[src/rtl/spi_rf_pkg.sv]
// Shared sizes and types for the serial register-file slave.
// Assumes the instruction byte is exactly one flag, the count field and the address.
package spi_rf_pkg;
    localparam int BYTE_W   = 8;
    localparam int ADDR_W   = 5;
    localparam int CNT_W    = 2;
    localparam int NREG     = 1 << ADDR_W;
    localparam int BITCNT_W = $clog2(BYTE_W);

    typedef enum logic {
        PH_INSTR = 1'b0,
        PH_DATA  = 1'b1
    } phase_t;
endpackage

[src/rtl/spi_rf_edge.sv]
// Turns the sampled serial clock into single-cycle rise and fall strobes.
// Assumes sclk and cs_n are synchronous to clk and each sclk phase lasts at least two clk cycles.
module spi_rf_edge (
    input  logic clk,
    input  logic rst_n,
    input  logic sclk,
    input  logic cs_n,
    output logic rise,
    output logic fall
);
    logic sclk_q;

    // Remember the serial clock level of the previous system cycle.
    always_ff @(posedge clk) begin
        if (!rst_n) sclk_q <= 1'b0;
        else        sclk_q <= sclk;
    end

    assign rise = !cs_n &&  sclk && !sclk_q;
    assign fall = !cs_n && !sclk &&  sclk_q;
endmodule

[src/rtl/spi_rf_regs.sv]
// Control register array with one write port and one combinational read port.
// Register 0 supplies the live mode bits; all registers are exported in parallel.
module spi_rf_regs #(
    parameter int BYTE_W = spi_rf_pkg::BYTE_W,
    parameter int ADDR_W = spi_rf_pkg::ADDR_W
) (
    input  logic                        clk,
    input  logic                        rst_n,
    input  logic                        wr_en,
    input  logic [ADDR_W-1:0]           wr_addr,
    input  logic [BYTE_W-1:0]           wr_data,
    input  logic [ADDR_W-1:0]           rd_addr,
    output logic [BYTE_W-1:0]           rd_data,
    output logic                        cfg_3w,
    output logic                        cfg_lsb,
    output logic [(BYTE_W<<ADDR_W)-1:0] regs_flat
);
    localparam int NREG = 1 << ADDR_W;

    logic [BYTE_W-1:0] mem [NREG];

    // Clear on reset, otherwise store a completed byte.
    always_ff @(posedge clk) begin
        if (!rst_n) begin
            for (int i = 0; i < NREG; i++) mem[i] <= '0;
        end else if (wr_en) begin
            mem[wr_addr] <= wr_data;
        end
    end

    assign rd_data = mem[rd_addr];
    assign cfg_3w  = mem[0][BYTE_W-1];
    assign cfg_lsb = mem[0][BYTE_W-2];

    for (genvar g = 0; g < NREG; g++) begin : g_flat
        assign regs_flat[g*BYTE_W +: BYTE_W] = mem[g];
    end
endmodule

[src/rtl/spi_rf_engine.sv]
// Serial protocol engine: shifts bits, decodes the instruction, steps and saturates
// the address, issues writes and serialises read data.
// Assumes rise/fall are one-cycle strobes and never coincide.
module spi_rf_engine
    import spi_rf_pkg::*;
#(
    parameter int BYTE_W = spi_rf_pkg::BYTE_W,
    parameter int ADDR_W = spi_rf_pkg::ADDR_W,
    parameter int CNT_W  = spi_rf_pkg::CNT_W
) (
    input  logic              clk,
    input  logic              rst_n,
    input  logic              cs_n,
    input  logic              rise,
    input  logic              fall,
    input  logic              din,
    input  logic              cfg_lsb,
    input  logic              cfg_3w,
    input  logic [BYTE_W-1:0] rd_data,
    output logic [ADDR_W-1:0] rd_addr,
    output logic              wr_en,
    output logic [ADDR_W-1:0] wr_addr,
    output logic [BYTE_W-1:0] wr_data,
    output logic              dout,
    output logic              drive,
    output logic              mode_lsb,
    output logic              mode_3w,
    output logic              done
);
    localparam int                BCW      = $clog2(BYTE_W);
    localparam logic [BCW-1:0]    LAST_BIT = BCW'(BYTE_W - 1);
    localparam logic [ADDR_W-1:0] TOP_ADDR = {ADDR_W{1'b1}};

    phase_t            phase;
    logic [BCW-1:0]    bit_cnt;
    logic [BYTE_W-1:0] in_sh;
    logic [BYTE_W-1:0] out_sh;
    logic [BYTE_W-1:0] next_in;
    logic [CNT_W-1:0]  remain;
    logic [ADDR_W-1:0] cur_addr;
    logic [ADDR_W-1:0] step_addr;
    logic              rd_mode;
    logic              byte_end;

    // Next shift-register value for the bit arriving now, in the latched order.
    always_comb begin
        if (mode_lsb) next_in = {din, in_sh[BYTE_W-1:1]};
        else          next_in = {in_sh[BYTE_W-2:0], din};
    end

    // Following address, held at the end of the array rather than wrapped.
    always_comb begin
        if (mode_lsb) step_addr = (cur_addr == TOP_ADDR) ? cur_addr : cur_addr + 1'b1;
        else          step_addr = (cur_addr == '0)       ? cur_addr : cur_addr - 1'b1;
    end

    assign byte_end = rise && !done && (bit_cnt == LAST_BIT);
    assign wr_en    = byte_end && (phase == PH_DATA) && !rd_mode;
    assign wr_addr  = cur_addr;
    assign wr_data  = next_in;
    assign rd_addr  = cur_addr;

    // Transfer sequencing: reset when deselected, shift on rise, serialise on fall.
    always_ff @(posedge clk) begin
        if (!rst_n) begin
            phase    <= PH_INSTR;
            bit_cnt  <= '0;
            in_sh    <= '0;
            out_sh   <= '0;
            remain   <= '0;
            cur_addr <= '0;
            rd_mode  <= 1'b0;
            done     <= 1'b0;
            dout     <= 1'b0;
            drive    <= 1'b0;
            mode_lsb <= 1'b0;
            mode_3w  <= 1'b0;
        end else if (cs_n) begin
            phase    <= PH_INSTR;
            bit_cnt  <= '0;
            done     <= 1'b0;
            drive    <= 1'b0;
            mode_lsb <= cfg_lsb;
            mode_3w  <= cfg_3w;
        end else begin
            if (rise && !done) begin
                in_sh   <= next_in;
                bit_cnt <= byte_end ? '0 : bit_cnt + 1'b1;
                if (byte_end) begin
                    if (phase == PH_INSTR) begin
                        rd_mode  <= next_in[BYTE_W-1];
                        remain   <= next_in[BYTE_W-2 -: CNT_W];
                        cur_addr <= next_in[ADDR_W-1:0];
                        phase    <= PH_DATA;
                    end else if (remain == '0) begin
                        done <= 1'b1;
                    end else begin
                        remain   <= remain - 1'b1;
                        cur_addr <= step_addr;
                    end
                end
            end
            if (fall && phase == PH_DATA && rd_mode && !done) begin
                drive <= 1'b1;
                if (bit_cnt == '0) begin
                    dout   <= mode_lsb ? rd_data[0] : rd_data[BYTE_W-1];
                    out_sh <= mode_lsb ? (rd_data >> 1) : (rd_data << 1);
                end else begin
                    dout   <= mode_lsb ? out_sh[0] : out_sh[BYTE_W-1];
                    out_sh <= mode_lsb ? (out_sh >> 1) : (out_sh << 1);
                end
            end
            if (done) drive <= 1'b0;
        end
    end
endmodule

[src/rtl/spi_rf_slave.sv]
// Top of the serial register-file slave: edge strobes, protocol engine and register array.
// Assumes serial pins are synchronous to clk; pad tri-stating is done outside with the enables.
module spi_rf_slave
    import spi_rf_pkg::*;
(
    input  logic                       clk,
    input  logic                       rst_n,
    input  logic                       spi_sclk,
    input  logic                       spi_cs_n,
    input  logic                       sdio_i,
    output logic                       sdio_o,
    output logic                       sdio_oe,
    output logic                       sdo_o,
    output logic                       sdo_oe,
    output logic [(BYTE_W*NREG)-1:0]   regs_flat
);
    logic              sclk_rise;
    logic              sclk_fall;
    logic              wr_en;
    logic [ADDR_W-1:0] wr_addr;
    logic [BYTE_W-1:0] wr_data;
    logic [ADDR_W-1:0] rd_addr;
    logic [BYTE_W-1:0] rd_data;
    logic              cfg_3w;
    logic              cfg_lsb;
    logic              mode_lsb;
    logic              mode_3w;
    logic              xfer_done;
    logic              dout;
    logic              drive;

    spi_rf_edge u_edge (
        .clk  (clk),
        .rst_n(rst_n),
        .sclk (spi_sclk),
        .cs_n (spi_cs_n),
        .rise (sclk_rise),
        .fall (sclk_fall)
    );

    spi_rf_engine #(.BYTE_W(BYTE_W), .ADDR_W(ADDR_W), .CNT_W(CNT_W)) u_engine (
        .clk     (clk),
        .rst_n   (rst_n),
        .cs_n    (spi_cs_n),
        .rise    (sclk_rise),
        .fall    (sclk_fall),
        .din     (sdio_i),
        .cfg_lsb (cfg_lsb),
        .cfg_3w  (cfg_3w),
        .rd_data (rd_data),
        .rd_addr (rd_addr),
        .wr_en   (wr_en),
        .wr_addr (wr_addr),
        .wr_data (wr_data),
        .dout    (dout),
        .drive   (drive),
        .mode_lsb(mode_lsb),
        .mode_3w (mode_3w),
        .done    (xfer_done)
    );

    spi_rf_regs #(.BYTE_W(BYTE_W), .ADDR_W(ADDR_W)) u_regs (
        .clk      (clk),
        .rst_n    (rst_n),
        .wr_en    (wr_en),
        .wr_addr  (wr_addr),
        .wr_data  (wr_data),
        .rd_addr  (rd_addr),
        .rd_data  (rd_data),
        .cfg_3w   (cfg_3w),
        .cfg_lsb  (cfg_lsb),
        .regs_flat(regs_flat)
    );

    assign sdo_o   = dout;
    assign sdio_o  = dout;
    assign sdo_oe  = drive && !mode_3w;
    assign sdio_oe = drive &&  mode_3w;
endmodule

[config.mk]
export PLATFORM = sky130hd
export DESIGN_NAME = spi_rf_slave
export DESIGN_NICKNAME = d
export VERILOG_FILES = /design/src/rtl/spi_rf_pkg.sv /design/src/rtl/spi_rf_edge.sv /design/src/rtl/spi_rf_regs.sv /design/src/rtl/spi_rf_engine.sv /design/src/rtl/spi_rf_slave.sv
export SDC_FILE = /design/constraint.sdc
export NUM_CORES = 1
export LEC_CHECK = 0
export BUFFER_PORTS_ARGS = -buffer_cell sky130_fd_sc_hd__buf_2
export CORE_ASPECT_RATIO = 0.5
export CORE_MARGIN = 5
export CORE_UTILIZATION = 35
export CTS_BUF_LIST = sky130_fd_sc_hd__clkbuf_2 sky130_fd_sc_hd__clkbuf_4 sky130_fd_sc_hd__clkbuf_8
export DETAILED_ROUTE_END_ITERATION = 10
export PLACE_DENSITY_LB_ADDON = 0.15
export SYNTH_ARGS = -nofsm -noshare
export SYNTH_HDL_FRONTEND = slang
export SYNTH_SLANG_ARGS = --single-unit
[constraint.sdc]
create_clock -name clk -period 2.8 [get_ports clk]
set_clock_uncertainty 0.15 [all_clocks]
set_input_delay 0.56 -clock clk [delete_from_list [all_inputs] [get_ports clk]]
set_output_delay 0.56 -clock clk [all_outputs]
set_load 0.05 [all_outputs]
## Yosys cells after proc, flatten, opt, wreduce, memory -nomap -nowiden

Memory sizes are Yosys's and may differ from the RTL's. A register that Yosys moved wholly into a read port is not among the register bits.
Index checks and enable logic that the tools add are counted.

- Bits in registers: 34
- Memory bits (writable): 256
- Bits of input ports: 5
- Output and inout bits: 260
- Logic and storage cells: 82
- Memories: 1

- $add $sub $neg: 4
- Equal/unequal tests: 5
- Mux-type cells: 24
- Bitwise logic cells: 3
- Reductions and logical operators: 32

Memories:

| memory | depth | bits a word | rd ports | clocked after memory_dff | write ports | RTL line | RTL |
|---|---|---|---|---|---|---|---|
| u_regs.mem | 32 | 8 | 33 | 1 | 32 | spi_rf_regs.sv:20 | `logic [BYTE_W-1:0] mem [NREG];` |

Operators with widths:

| kind | count |
|---|---|
| $mux W5 | 8 |
| $mux W8 | 5 |
| $logic_and A1 B1 Y1 | 13 |
| $reduce_and A4 Y1 | 3 |
| $mux W1 | 8 |
| $reduce_or A8 Y1 | 1 |
| $logic_not A1 Y1 | 6 |
| $reduce_and A2 Y1 | 3 |
| $reduce_and A6 Y1 | 1 |
| $add A5 B1 Y5 const B | 1 |
| $eq A5 B5 Y1 const B | 1 |
| $logic_not A5 Y1 | 1 |
| $sub A5 B1 Y5 const B | 1 |
| $mux W2 | 2 |
| $add A3 B1 Y3 const B | 1 |
| $eq A3 B3 Y1 const B | 1 |
| $logic_not A3 Y1 | 1 |
| $mux W3 | 1 |
| $ne A3 B2 Y1 const B | 1 |
| $ne A3 B3 Y1 const B | 1 |
| $not A1 Y1 | 3 |
| $reduce_or A3 Y1 | 1 |
| $logic_not A2 Y1 | 1 |
| $ne A2 B2 Y1 const B | 1 |
| 2 further kinds | 2 |

## Logic depth before layout (Yosys ltp)

Gate-level depths: netlist (run 1).

- Depth in word-level cells: 12
- Gate-level depth with buffers: 9
- Mapped depth without buffers: 7

## Modules after synthesis

Synthesis (run 1) repeated with hierarchy kept, for this count alone.

- Cells, all modules: 961
- Area, all modules: 13,870.8 sq um

By module, submodules not included:

| module | times used | cells each | area an instance (sq um) | seq. area each (sq um) |
|---|---|---|---|---|
| spi_rf_regs | 1 | 734 | 11,831.3 | 7,687.4 |
| spi_rf_engine | 1 | 220 | 1,963.1 | 660.6 |
| spi_rf_edge | 1 | 4 | 52.6 | 20.0 |
| spi_rf_slave | 1 | 3 | 23.8 | 0.0 |

## Worst setup path after synthesis (run 1)

OpenSTA, ideal clock, no wires.

- Kind: input to register
- From: in spi_cs_n
- To: mem u_regs.mem[11][0], enable pin
- Library setup time: 0.329 ns
- Arrival: 2.381 ns
- Required time: 2.321 ns
- Path slack: -0.061 ns
- Cell stages on the path: 6
- Path buffers: 1
- Cells stage by stage: clkbuf_1 > nor4b_4 > nand4_1 > nor2_2 > nand2_2 > nand2_1

RTL lines:

| element | RTL line | RTL |
|---|---|---|
| from (decl) | spi_rf_slave.sv:9 | `input logic spi_cs_n,` |
| to (decl) | spi_rf_regs.sv:20 |  |

==> results of run 1 <==
[report_power, final]
part	total, µW	internal, µW	switching (µW)
Clock	3350	1610	1740
Sequential	5150	4970	180
Combinational	1360	271	1090
[critical path, cell delays in order, from the launching register on]
cell and delay (ns):
dfxtp_4 0.37, buf_12 0.27, mux4_2 0.66, mux4_2 0.52
mux2_2 0.29, a211o_1 0.25
[layer usage]
| metal | track usage (%) | part of all wire [%] | vias up |
|---|---|---|---|
| met2 | 34.64 | 47 | 447 |
| met3 | 6.595 | 9.4 | 89 |
| li1 | - | - | 4128 |
| met1 | 28.90 | 40 | 4944 |
| met5 | 0 | 0.085 | - |
| met4 | 6.542 | 3.0 | 6 |
[placed cells by master (no fill, tap or decap), types with 3 or more instances in the layout]
cell type | netlist | layout
nand2_1 | 44 | 36
clkbuf_8 | 0 | 44
mux2_2 | 5 | 5
nand3_1 | 12 | 12
mux4_2 | 80 | 80
mux2i_1 | 24 | 16
o21ai_0 | 14 | 14
nor3_1 | 6 | 5
nor3b_1 | 4 | 4
nand4_1 | 5 | 5
nor2_1 | 285 | 285
inv_1 | 8 | 8
a21oi_1 | 12 | 12
and2_1 | 4 | 4
clkinv_1 | 1 | 14
a211oi_1 | 9 | 9
clkinv_2 | 0 | 5
dfxtp_1 | 39 | 36
o21a_1 | 7 | 7
nor2b_1 | 5 | 5
buf_2 | 2 | 264
buf_12 | 0 | 8
edfxtp_1 | 256 | 256
mux2i_4 | 0 | 8
buf_4 | 8 | 45
clkbuf_4 | 0 | 10
ha_1 | 7 | 7
nor3_4 | 3 | 3
nand2_2 | 32 | 40
[sequential cells by signal, indices dropped and copies added (netlist names), named ones only]
name,cells
u_engine.in_sh,8
u_edge.sclk_q,1
u_engine.dout,1
u_engine.rd_mode,1
u_engine.drive,1
u_regs.mem,256
u_engine.mode_3w,1
u_engine.mode_lsb,1
u_engine.out_sh,8
u_engine.rd_addr,5
u_engine.phase,1
u_engine.bit_cnt,3
u_engine.done,1
u_engine.remain,2
[synth_stat cells (2+ instances only)]
master,instances
a2111oi_0,2
ha_1,7
inv_1,8
nand2_2,32
nand2_1,44
mux4_2,80
nand4_1,5
a21o_1,2
a31oi_1,2
buf_2,2
buf_1,4
and2_1,4
edfxtp_1,256
mux2_2,5
dfxtp_1,39
a21oi_1,12
nor3b_1,4
nor3_4,3
a211oi_1,9
o21ai_0,14
buf_4,8
o21a_1,7
nor2_1,285
o211ai_1,2
clkbuf_1,58
o21bai_1,2
mux2i_1,24
o2111ai_1,2
xnor2_1,2
nand3_1,12
nor3_1,6
nor2b_1,5
and3b_1,2
[how the worst min path moves through the flow]
stage	cells past startpoint	endpoint	slack, ns	from
final	2	u_edge.sclk_q	0.09	spi_sclk
after global routing	2	u_edge.sclk_q	0.07	spi_sclk
after CTS	2	u_edge.sclk_q	0.05	spi_sclk
after detailed placement	2	u_engine.out_sh[7]	0.32	u_engine.out_sh[7]
after global placement	2	u_engine.out_sh[7]	0.31	u_engine.out_sh[7]
after floorplan	2	u_engine.out_sh[0]	0.29	u_engine.out_sh[0]
[metrics by stage]
step	hold slack (ns)	instance area, µm²	instances	TNS [ns]	utilization [%]
2_1_floorplan	0.2938	13250	968	-0.1353	-
3_3_place_gp	0.3120	15490	1706	0	41.47
3_5_place_dp	0.3203	15490	1706	0	41.47
4_1_cts	0.04826	16280	1782	0	43.58
5_1_grt	0.07341	16280	1782	0	43.58
6_report	0.08506	16280	1782	0	43.58
[kinds of logic after synthesis]
group                    synth area share [%]
buffers and inverters                   2.628
XOR/XNOR                               0.1986
AND/OR/NAND/NOR                         13.46
AO/OA/AOI/OAI                           3.054
flip-flops                              63.99
adder cells (fa/ha/maj)                0.8131
multiplexers                            15.86
[cell type report]
cell class	count	area share, %
flip-flops and latches	295	52.06
clock inverters	22	0.6687
well taps	494	3.797
inverters	9	0.2075
repair buffers	317	11.18
clock buffers	54	4.181
multi-input cells	591	27.91
==> flow_summary.json, run 1 <==
{
  "status": "completed",
  "synth.area.top_cells": "edfxtp_1, mux4_2, nor2_1, dfxtp_1, mux2i_1",
  "grt_max_degree": 35,
  "netlist_instances": 968,
  "ys_warn_count": 0,
  "clock-sinks": 295,
  "syn_avg_cell_area_um2": 13.67,
  "rows": 50,
  "numCtsBuffers": 44,
  "worstPathRequired_ns": 3.13,
  "drv_cap": 0,
  "clock_path_buffers": 3,
  "cts_resized": 0,
  "r2r_end": "u_engine.out_sh[2]",
  "end_kind": "flip-flop",
  "ys_seq_area_share_pct": 63.99,
  "worstSetupPathType": "reg2reg",
  "netlist.area_leader.share_pct": 58.09,
  "synthesis.area_mm2": 0.01323,
  "hpwl_mm": 35.33,
  "start_util_pct": 35.43,
  "core_area_mm2": 0.03735,
  "overflow": 0,
  "cts_setup_buffers": 0,
  "setup_violations": 0,
  "drc": 0,
  "yosys.area.top_type": "edfxtp_1",
  "synth_edf_count": 256,
  "drv_slew": 0,
  "ir_drop_v": 0.0002199,
  "place_congestion": 0.8886,
  "wl_mm": 46.99,
  "drtIter0Drc": 993,
  "leakagePower_uw": 0.005667,
  "hp-class": "in2reg",
  "path_clk_slew_ns": 0.07,
  "synth_nets": 981,
  "vias_per_cell": 5.395,
  "die_h_um": 147.5,
  "period_needed_ns": 2.633,
  "timing.final.ws_setup_ns": 0.1670,
  "cts_tree": "built",
  "cts_hold_buffers": 0,
  "rsz0062_at_grt": "no",
  "ff_latch_area_mm2": 0.008474,
  "track_usage_pct": 21.70,
  "synth_seq_cells": 295,
  "reg2reg_depth": 5,
  "hold_viol": 0,
  "startpoint_type": "flip-flop",
  "grt_pass1_vias": 9533,
  "dr.pass1.iters": 5,
  "clk_latency_ns": 0.58,
  "wl_per_cell_um": 26.37,
  "syn_to_final_growth_pct": 23.00,
  "nNetsFinal": 1271,
  "insertedDiodeCount": 0,
  "fin_crit_sh_pct": 94.03,
  "ios": 265,
  "async_reset_ff_share_pct": 0,
  "antenna_found_initial": 3,
  "ys.flop_type": "edfxtp_1",
  "clockRootBuffer": "clkbuf_8",
  "crit_path_end": "u_engine.out_sh[2]",
  "worstMarginPinSlew_ns": 0.6992,
  "dieWidth_um": 285.0,
  "nFillCells": 3532,
  "grt_pass1_wl_mm": 66.83,
  "place_ws_ns": 0.1495,
  "drive_gt1_share_pct": 40.53,
  "antenna_left": 0,
  "ys_types": 52,
  "arrival_ns": 2.96,
  "slew_headroom_pct": 52.99,
  "power_uw": 9856,
  "vias": 9614,
  "powerDensity_mw_per_mm2": 605.5,
  "critPathMaxFanout": 34,
  "rrSetupSlack_ns": 0.17,
  "die-area_mm2": 0.04204,
  "multi_input_area_mm2": 0.004543,
  "max_freq_ghz": 0.3798,
  "htree_levels": 2,
  "port-buffer-count": 264
}
Power figures use the tool's default switching activity.
==> run 2, diff against run 1 <==
--- a/config.mk
+++ b/config.mk
@@ -6,7 +6,7 @@
 export NUM_CORES = 1
 export LEC_CHECK = 0
 export BUFFER_PORTS_ARGS = -buffer_cell sky130_fd_sc_hd__buf_2
-export CORE_ASPECT_RATIO = 0.5
+export CORE_ASPECT_RATIO = 1.4
 export CORE_MARGIN = 5
 export CORE_UTILIZATION = 35
 export CTS_BUF_LIST = sky130_fd_sc_hd__clkbuf_2 sky130_fd_sc_hd__clkbuf_4 sky130_fd_sc_hd__clkbuf_8
==> run 2 against run 1 <==
Against the previous run:
- sequential power is 0.8% higher
- clock power up 21%
- core utilization increased by 0.60 points
- sequential share of layout area decreased by 0.95 points
- die area shrank 0.43%
- sequential cell count stayed put
- global-route usage up 2.2 points
- clock-buffer cell count rose by 9
- design area is 1.9% higher
- combinational power about the same
- fmax down 0.70%
- first-iteration DRC count is 9.3% lower
- critical path type unchanged
- critical endpoint is now u_engine.out_sh[5]
- largest cell class unchanged
==> flow_summary.json, run 2 (same netlist as run 1, synthesis figures left out) <==
{
  "hpwl_mm": 38.64,
  "cts_setup_buffers": 0,
  "cts_tree": "built",
  "hold_viol": 0,
  "startpoint_type": "flip-flop",
  "clock_path_buffers": 3,
  "grt_pass1_vias": 9911,
  "arrival_ns": 2.97,
  "hp-start": "spi_sclk",
  "rows": 84,
  "place_ws_ns": 0.1422,
  "reg_top3": "u_regs.mem (256), u_engine.in_sh (8), u_engine.out_sh (8)",
  "vias_per_cell": 5.451,
  "final_common_cell": "nor2_1",
  "setup_violations": 0,
  "hp-class": "in2reg",
  "most-common-layout-cells": "nor2_1, buf_2, edfxtp_1",
  "start_util_pct": 35.27,
  "die-area_mm2": 0.04185,
  "port-buffer-count": 264,
  "syn_to_final_growth_pct": 25.28,
  "slowest_stage": "mux4_2",
  "cts_resized": 0,
  "worstPathRequired_ns": 3.12,
  "clockRootBuffer": "clkbuf_8",
  "rsz0062_at_grt": "no",
  "numCtsBuffers": 48,
  "drv_cap": 0,
  "overflow": 0,
  "wl_per_cell_um": 28.66,
  "track_usage_pct": 23.87,
  "crit_chain": "buf_12 > mux4_2 > mux4_2 > mux2i_1 > o32a_1 > o21ai_0",
  "path_clk_slew_ns": 0.07,
  "drive_gt1_share_pct": 41.67,
  "clk_latency_ns": 0.60,
  "critPathMaxFanout": 19,
  "drv_slew": 0,
  "slew_headroom_pct": 55.09,
  "crit_path_max_incr_delay_ns": 0.60,
  "cp_common_cell": "mux4_2",
  "grt_max_degree": 38,
  "fin_crit_sh_pct": 94.69,
  "largest_reg_flops": 256,
  "core_area_mm2": 0.03752,
  "ios": 265,
  "nNetsFinal": 1289,
  "wl_mm": 51.37,
  "vias": 9769,
  "status": "completed",
  "worstSetupPathType": "reg2reg",
  "end_kind": "flip-flop",
  "drc": 0,
  "final_area_mm2": 0.01658,
  "antenna_found_initial": 2,
  "dr.pass1.iters": 5,
  "htree_levels": 2,
  "dieWidth_um": 174.3,
  "powerDensity_mw_per_mm2": 639.0,
  "worstMarginPinSlew_ns": 0.6727,
  "period_needed_ns": 2.651,
  "place_congestion": 0.8944,
  "clock-sinks": 295,
  "cts_hold_buffers": 0,
  "post-route-util_pct": 44.19,
  "antenna_left": 0,
  "leakagePower_uw": 0.005831,
  "power_uw": 10590,
  "largest_register": "u_regs.mem",
  "ir_drop_v": 0.0003655,
  "dpl_cell_area_mm2": 0.01555,
  "drtIter0Drc": 901,
  "die_h_um": 240.1,
  "max_freq_ghz": 0.3772,
  "timing.final.ws_setup_ns": 0.1486,
  "grt_pass1_wl_mm": 72.21
}
run 2: final cells by class:
class | instances | area [µm²]
Inverter | 9 | 33.78
Clock buffer | 63 | 792.0
Multi-Input combinational cell | 591 | 4543
Sequential cell | 295 | 8474
Fill cell | 3453 | 20940
Antenna cell | 4 | 10.01
Clock inverter | 26 | 222.7
Timing Repair Buffer | 331 | 1912
Tap cell | 473 | 591.8
run 2: worst paths after layout:
kind                         to  slack, ns  cells after the start
max reg2reg  u_engine.out_sh[5]       0.15                      6
max          u_engine.out_sh[5]       0.15                      6
min               u_edge.sclk_q       0.07                      2
min reg2reg  u_engine.out_sh[0]       0.34                      2
run 2: per-layer routing:
layer,vias to the layer above,wire length [µm],GRT usage [%]
met1,5043,18490,27.64
met5,-,0,0
met3,103,3197,4.561
met2,443,27730,44.19
met4,0,1950,8.259
li1,4180,-,-
run 2: power breakdown:
group / total, µW / leakage [µW] / switching (µW) / internal (µW)
clock: 4050 / 0.000517 / 1830 / 2220
combinational: 1350 / 0.00256 / 1080 / 272
sequential: 5190 / 0.00275 / 221 / 4970
total: 10600 / 0.00583 / 3130 / 7460
run 2: per-stage QoR:
stage / hold slack, ns / cells / setup TNS, ns
after floorplan: 0.2938 / 968 / -0.1353
after global placement: 0.3200 / 1699 / 0
after detailed placement: 0.3200 / 1699 / 0
after CTS: 0.03761 / 1788 / 0
after global routing: 0.06562 / 1789 / 0
final: 0.07003 / 1792 / 0
run 2: critical path, delay by kind of cell, from the launching register on:
family | cells | cell delay [ns]
AO/OA/AOI/OAI | 2 | 0.26
buffers and inverters | 1 | 0.25
flip-flops | 1 | 0.52
multiplexers | 3 | 1.34
